$ cat src/rtl/cache_tag_pkg.sv
package cache_tag_pkg;
  typedef enum logic [1:0] {
    OP_LOAD   = 2'd0,
    OP_STORE  = 2'd1,
    OP_MODIFY = 2'd2,
    OP_IFETCH = 2'd3
  } cache_op_e;

  typedef enum logic [0:0] {
    ST_IDLE = 1'b0,
    ST_LOOK = 1'b1
  } ctrl_state_e;
endpackage

$ cat src/rtl/cache_lfsr.sv
module cache_lfsr #(
  parameter logic [15:0] SEED = 16'hACE1
) (
  input  logic        clk,
  input  logic        rst,
  output logic [15:0] value
);
  always_ff @(posedge clk) begin
    if (rst) value <= SEED;
    else     value <= {1'b0, value[15:1]} ^ (value[0] ? 16'hB400 : 16'h0000);
  end
endmodule

$ cat src/rtl/cache_tag_match.sv
module cache_tag_match #(
  parameter int MAX_WAYS = 4,
  parameter int BA_W     = 29,
  parameter int WAY_W    = 2
) (
  input  logic [MAX_WAYS-1:0][BA_W-1:0] tags,
  input  logic [MAX_WAYS-1:0]           valid,
  input  logic [BA_W-1:0]               blk,
  output logic                          hit,
  output logic [WAY_W-1:0]              hit_way
);
  logic [MAX_WAYS-1:0] eq;

  for (genvar g = 0; g < MAX_WAYS; g++) begin : g_cmp
    assign eq[g] = valid[g] && (tags[g] == blk);
  end

  always_comb begin
    hit     = |eq;
    hit_way = '0;
    for (int j = 0; j < MAX_WAYS; j++)
      if (eq[j]) hit_way = WAY_W'(j);
  end
endmodule

$ cat src/rtl/cache_victim_pick.sv
module cache_victim_pick #(
  parameter int MAX_WAYS = 4,
  parameter int WAY_W    = 2,
  parameter int WCNT_W   = 3
) (
  input  logic [MAX_WAYS-1:0]            valid,
  input  logic [MAX_WAYS-1:0][WAY_W-1:0] rank,
  input  logic [WCNT_W-1:0]              ways,
  input  logic                           use_lru,
  input  logic [15:0]                    rnd,
  output logic [WAY_W-1:0]               way,
  output logic                           way_valid
);
  logic [WCNT_W-1:0] ways_eff;
  logic              inv_found;
  logic [WAY_W-1:0]  inv_way, lru_way, best, rnd_way;
  logic [15:0]       rmod;

  always_comb begin
    if (ways == '0)                       ways_eff = WCNT_W'(1);
    else if (ways > WCNT_W'(MAX_WAYS))    ways_eff = WCNT_W'(MAX_WAYS);
    else                                  ways_eff = ways;

    inv_found = 1'b0;
    inv_way   = '0;
    for (int j = MAX_WAYS - 1; j >= 0; j--)
      if (WCNT_W'(j) < ways_eff && !valid[j]) begin
        inv_found = 1'b1;
        inv_way   = WAY_W'(j);
      end

    lru_way = '0;
    best    = '0;
    for (int j = 0; j < MAX_WAYS; j++)
      if (WCNT_W'(j) < ways_eff && rank[j] >= best) begin
        best    = rank[j];
        lru_way = WAY_W'(j);
      end

    rmod    = rnd % 16'(ways_eff);
    rnd_way = rmod[WAY_W-1:0];

    way       = inv_found ? inv_way : (use_lru ? lru_way : rnd_way);
    way_valid = !inv_found;
  end
endmodule

$ cat src/rtl/cache_tag_ctrl.sv
module cache_tag_ctrl
  import cache_tag_pkg::*;
#(
  parameter int ADDR_W        = 32,
  parameter int SIZE_W        = 8,
  parameter int MAX_SETS_LOG2 = 4,
  parameter int MAX_WAYS      = 4,
  parameter int MIN_BLK_LOG2  = 3,
  parameter int MAX_BLK_LOG2  = 6,
  parameter logic [15:0] LFSR_SEED = 16'hACE1,
  localparam int BA_W   = ADDR_W - MIN_BLK_LOG2,
  localparam int WAY_W  = (MAX_WAYS > 1) ? $clog2(MAX_WAYS) : 1,
  localparam int WCNT_W = $clog2(MAX_WAYS + 1),
  localparam int SL_W   = $clog2(MAX_SETS_LOG2 + 1),
  localparam int BL_W   = $clog2(MAX_BLK_LOG2 + 1)
) (
  input  logic              clk,
  input  logic              rst,
  input  logic [SL_W-1:0]   cfg_sets_log2,
  input  logic [BL_W-1:0]   cfg_blk_log2,
  input  logic [WCNT_W-1:0] cfg_ways,
  input  logic              cfg_lru,
  input  logic              cfg_wb,
  input  logic              req_valid,
  output logic              req_ready,
  input  logic [1:0]        req_op,
  input  logic [ADDR_W-1:0] req_addr,
  input  logic [SIZE_W-1:0] req_size,
  output logic              done_valid,
  output logic              done_hit,
  output logic              done_miss,
  output logic              done_evict,
  output logic              done_store,
  output logic [BA_W-1:0]   done_blk,
  output logic              fill_req,
  output logic              wb_req,
  output logic [BA_W-1:0]   evict_blk
);
  localparam int NSETS = 1 << MAX_SETS_LOG2;

  ctrl_state_e state_q;
  cache_op_e   op_q;
  logic        phase_st_q;
  logic [BA_W-1:0] cur_q, first_q, last_q;

  logic [MAX_WAYS-1:0][BA_W-1:0]  tag_q   [NSETS];
  logic [MAX_WAYS-1:0]            val_q   [NSETS];
  logic [MAX_WAYS-1:0]            dirty_q [NSETS];
  logic [MAX_WAYS-1:0][WAY_W-1:0] rank_q  [NSETS];

  logic [MAX_SETS_LOG2-1:0] set_mask, set_idx;
  logic [SIZE_W-1:0]        size_m1;
  logic [15:0]              rnd;
  logic                     hit, vic_valid, accept, miss_evict;
  logic [WAY_W-1:0]         hit_way, vic_way, way_sel;

  assign req_ready  = (state_q == ST_IDLE);
  assign accept     = req_valid && req_ready;
  assign size_m1    = (req_size == '0) ? '0 : req_size - 1'b1;
  assign set_idx    = cur_q[MAX_SETS_LOG2-1:0] & set_mask;
  assign way_sel    = hit ? hit_way : vic_way;
  assign miss_evict = !hit && vic_valid;

  always_comb begin
    set_mask = '0;
    for (int b = 0; b < MAX_SETS_LOG2; b++)
      if (SL_W'(b) < cfg_sets_log2) set_mask[b] = 1'b1;
  end

  cache_lfsr #(.SEED(LFSR_SEED)) u_lfsr (.clk(clk), .rst(rst), .value(rnd));

  cache_tag_match #(.MAX_WAYS(MAX_WAYS), .BA_W(BA_W), .WAY_W(WAY_W)) u_match (
    .tags(tag_q[set_idx]), .valid(val_q[set_idx]), .blk(cur_q),
    .hit(hit), .hit_way(hit_way)
  );

  cache_victim_pick #(.MAX_WAYS(MAX_WAYS), .WAY_W(WAY_W), .WCNT_W(WCNT_W)) u_pick (
    .valid(val_q[set_idx]), .rank(rank_q[set_idx]), .ways(cfg_ways),
    .use_lru(cfg_lru), .rnd(rnd), .way(vic_way), .way_valid(vic_valid)
  );

  // Tag store: no reset, written only on a fill.
  always_ff @(posedge clk) begin
    if (state_q == ST_LOOK && !hit) tag_q[set_idx][vic_way] <= cur_q;
  end

  always_ff @(posedge clk) begin
    if (rst) begin
      state_q    <= ST_IDLE;
      op_q       <= OP_LOAD;
      phase_st_q <= 1'b0;
      cur_q      <= '0;
      first_q    <= '0;
      last_q     <= '0;
      done_valid <= 1'b0;
      done_hit   <= 1'b0;
      done_miss  <= 1'b0;
      done_evict <= 1'b0;
      done_store <= 1'b0;
      done_blk   <= '0;
      fill_req   <= 1'b0;
      wb_req     <= 1'b0;
      evict_blk  <= '0;
      for (int s = 0; s < NSETS; s++) begin
        val_q[s]   <= '0;
        dirty_q[s] <= '0;
        for (int j = 0; j < MAX_WAYS; j++) rank_q[s][j] <= WAY_W'(j);
      end
    end else begin
      done_valid <= 1'b0;
      done_hit   <= 1'b0;
      done_miss  <= 1'b0;
      done_evict <= 1'b0;
      fill_req   <= 1'b0;
      wb_req     <= 1'b0;
      case (state_q)
        ST_IDLE: begin
          if (accept && cache_op_e'(req_op) != OP_IFETCH) begin
            state_q    <= ST_LOOK;
            op_q       <= cache_op_e'(req_op);
            phase_st_q <= (cache_op_e'(req_op) == OP_STORE);
            first_q    <= BA_W'(req_addr >> cfg_blk_log2);
            cur_q      <= BA_W'(req_addr >> cfg_blk_log2);
            last_q     <= BA_W'((req_addr + ADDR_W'(size_m1)) >> cfg_blk_log2);
          end
        end
        ST_LOOK: begin
          done_valid <= 1'b1;
          done_hit   <= hit;
          done_miss  <= !hit;
          done_evict <= miss_evict;
          done_store <= phase_st_q;
          done_blk   <= cur_q;
          fill_req   <= !hit;
          wb_req     <= miss_evict && dirty_q[set_idx][vic_way] && cfg_wb;
          evict_blk  <= miss_evict ? tag_q[set_idx][vic_way] : '0;
          val_q[set_idx][way_sel] <= 1'b1;
          if (hit) begin
            if (phase_st_q && cfg_wb) dirty_q[set_idx][way_sel] <= 1'b1;
          end else begin
            dirty_q[set_idx][way_sel] <= phase_st_q && cfg_wb;
          end
          for (int j = 0; j < MAX_WAYS; j++) begin
            if (WAY_W'(j) == way_sel)
              rank_q[set_idx][j] <= '0;
            else if (rank_q[set_idx][j] < rank_q[set_idx][way_sel])
              rank_q[set_idx][j] <= rank_q[set_idx][j] + 1'b1;
          end
          if (cur_q == last_q) begin
            if (op_q == OP_MODIFY && !phase_st_q) begin
              phase_st_q <= 1'b1;
              cur_q      <= first_q;
            end else begin
              state_q <= ST_IDLE;
            end
          end else begin
            cur_q <= cur_q + 1'b1;
          end
        end
        default: state_q <= ST_IDLE;
      endcase
    end
  end
endmodule

$ cat config.mk
export PLATFORM = sky130hd
export DESIGN_NAME = cache_tag_ctrl
export DESIGN_NICKNAME = d
export VERILOG_FILES = /design/src/rtl/cache_tag_pkg.sv /design/src/rtl/cache_lfsr.sv /design/src/rtl/cache_tag_match.sv /design/src/rtl/cache_victim_pick.sv /design/src/rtl/cache_tag_ctrl.sv
export SDC_FILE = /design/constraint.sdc
export NUM_CORES = 2
export LEC_CHECK = 0
export CAP_MARGIN = 30
export CORE_MARGIN = 5
export CORE_UTILIZATION = 40
export DETAILED_ROUTE_END_ITERATION = 6
export DONT_BUFFER_PORTS = 1
export MAX_ROUTING_LAYER = met4
export REMOVE_ABC_BUFFERS = 1
export SYNTH_ARGS = -nofsm -noshare
export SYNTH_HDL_FRONTEND = slang
export SYNTH_SLANG_ARGS = --single-unit
$ cat constraint.sdc
create_clock -name clk -period 25.8 [get_ports clk]
set_input_delay 1.29 -clock clk [delete_from_list [all_inputs] [get_ports clk]]
set_output_delay 1.29 -clock clk [all_outputs]
set_load 0.01 [all_outputs]
==> results_dict.tcl <==
set metrics [dict create \
    placed_cells 10100 \
    wl_per_cell_um 29.4 \
    grt_pass1_wl_mm 449 \
    synthTopCellsByArea "edfxtp_1 (63%), dfxtp_1 (4.8%), o221ai_1 (4.4%)" \
    ys_ff_latch 2283 \
    vias_per_cell 6.29 \
    design.die.area_sq_um 254000 \
    ys.flop_type "edfxtp_1" \
    ys_seq_area_share_pct 67.7 \
    crit_required_ns 26.43 \
    crit_arrival_ns 24.91 \
    cts_buffers 226 \
    syn-cell-area_sq_um 97800 \
    cp_slowest_cell "or4b_1" \
    fp.dieW_um 504 \
    clkLatencyLatePin_ns 0.90 \
    setup_tns_ns 0 \
    wl_met3_mm 31.1 \
    r2r_cells 127 \
    vias 66600 \
    synth_edf_count 2048 \
    hold_path.class "reg2reg" \
    final_common_cell "edfxtp_1" \
    grt_pass1_vias 64100 \
    ir_worst_vdd_mv 0.159 \
    die_y_um 504 \
    worstMarginPinSlew_ns 1.13 \
    grt_max_degree 166 \
    cts_sinks 2283 \
    ant_nets 0 \
    postLayoutCellArea_sq_um 114000 \
    reg2reg_from "u_lfsr.value[15]" \
    start_util_pct 40.2 \
    violations "design-rule violations" \
    synth.distinct_cells 135 \
    slew_viol_final 0 \
    drive_gt1_share_pct 15.8 \
    leakage_uw 0.0370 \
    setup_viol 0 \
    status "finished with violations" \
    synth_top_cell_area_share_pct 62.9 \
    yosysWarnings 0 \
    layout_common_cells "edfxtp_1 (2048), nand2_1 (502), o221ai_1 (496)" \
    drt_iter0_markers 8381 \
    finalNonFillerCells 10600 \
    track_usage_pct 24.2 \
    fmax_mhz 41.2 \
    placed_area_sq_um 105000 \
    cp_max_fo 10 \
    place.gp.congestion 0.904 \
    routed_wl_mm 312 \
    grt_remaining_overflow 0 \
    htreeDepth 4 \
    drtPass1Iterations 7 \
    p_per_area_nw_per_um2 99.6 \
    synth_cells 7040 \
    path_class "in2reg" \
    startpoint "cfg_ways[0]" \
    avgSynthCellArea_sq_um 13.9 \
    cts_tree "done" \
    synthArstFlopShare_pct 0 \
    portBuffers 0 \
    drc 5 \
    cp-end-kind "register" \
    io_pins 122 \
    fin_crit_sh_pct 94.1 \
    dp_hpwl_mm 188 \
    endpoint "rank_q[10][0]" \
    cts.clk_slew.worst_paths_ns 0.06 \
    fin_skew_ns 0.0680 \
    row_count 181 \
    core_area_sq_um 243000 \
    cp_common_cell "ha_1" \
    cpPeakStageDelay_ns 0.53 \
    yosysTopAreaCell "edfxtp_1" \
    cts_buffer_depth 3 \
    antenna_found_initial 8 \
    nets 7311 \
    r2r_end "rank_q[10][0]" \
    syn_to_final_growth_pct 16.2 \
    layout_min_cycle_time_ns 24.28 \
    routedLengthMet1_mm 129 \
    cts-root-buf "clkbuf_16" \
    met2_length_mm 142 \
    slew_headroom_pct 25.0 \
    drv_cap 0 \
    reg2reg_slack_ns 1.76 \
    routed.top_layer "met4" \
    hold_viol 0 \
    start_kind "primary input" \
]
-- kinds of logic after synthesis --
logic type	synth area share [%]
and+or+nand+nor	7.27
xor gates and xnor gates	2.01
buffers and inverters	2.53
muxes	2.67
AOI/OAI and AO/OA	17.0
DFF	67.7
adders and majority gates	0.845
-- where the power goes --
part / internal (uW) / total [uW] / switching, uW
combinational: 1360 / 3760 / 2400
clock: 1880 / 3310 / 1430
sequential: 4140 / 4240 / 93.3
-- how the worst min path moves through the flow --
stage	from	endpoint	slack [ns]	cells past startpoint
final	op_q[1]	op_q[1]	0.46	2
after global routing	rst	done_blk[12]	0.47	1
after CTS	op_q[1]	op_q[1]	0.46	2
after detailed placement	val_q[12][3]	val_q[12][3]	0.45	1
after global placement	val_q[10][3]	val_q[10][3]	0.44	1
after floorplan	u_lfsr.value[9]	u_lfsr.value[8]	0.43	2
-- worst max-delay path, delay by kind of cell --
kind            cells  cell delay [ns]
compound gates     51             8.44
simple gates       43             7.90
buf+inv            13             1.72
fa+ha+maj          15             4.13
mux                 6             1.38
-- synth_stat cells (16+ instances only) --
cell type	n
a211oi_1	88
a31o_1	16
a22o_1	32
o211ai_1	41
edfxtp_1	2048
nand2b_1	19
o21ai_0	107
buf_1	89
a222oi_1	32
mux2i_1	189
clkbuf_1	421
nor4_1	52
o21a_1	23
nand3_1	67
and2_1	36
o221ai_1	496
mux4_2	23
ha_1	62
nor2_1	508
a31oi_1	34
a21oi_1	202
nor3_1	153
nand4_1	63
buf_2	19
dfxtp_1	235
nand2_1	517
a211o_1	23
o22a_1	489
o31ai_1	42
and3_1	24
xnor2_1	71
a22oi_1	240
o2bb2ai_1	32
xor2_1	150
inv_1	54
-- state kept, by name, indices dropped and copies added, names as in the netlist, 64 cells and up --
signal and count:
tag_q 1856, rank_q 128, dirty_q 64, val_q 64
-- per-layer routing --
layer  vias to the layer above  track usage (%)
li1                      28600                -
met2                      3304             36.4
met1                     34200             33.0
met4                         0             7.13
met5                         -                -
met3                       517             5.33
-- per-stage QoR --
step	hold slack [ns]	worst slack [ns]	total power (uW)	util, %
after floorplan	0.427	-3.91	6650	-
after global placement	0.441	-0.327	7900	43.2
after detailed placement	0.446	-0.959	7890	43.3
after CTS	0.460	0.0648	11200	46.4
after global routing	0.465	-0.143	11800	46.7
final	0.459	1.52	11300	46.7
-- final cells by class --
class	count	area, sq um
inverter	63	239
clock inverter	141	1600
tap	3202	4010
fill	21300	130000
clock buffer	285	5920
sequential	2283	66300
timing repair buffer	476	5280
antenna	6	15.0
multi-input combinational	4141	30200
-- repair_timing --
action                     4_1_cts  5_1_grt
pin swaps                        0       30
hold buffers                     0        0
cloned                           1        5
setup endpoints to repair      956     2334
gates resized for setup          8      112
setup buffers                    0       16
Note: power is estimated with default switching activity, not from simulation.
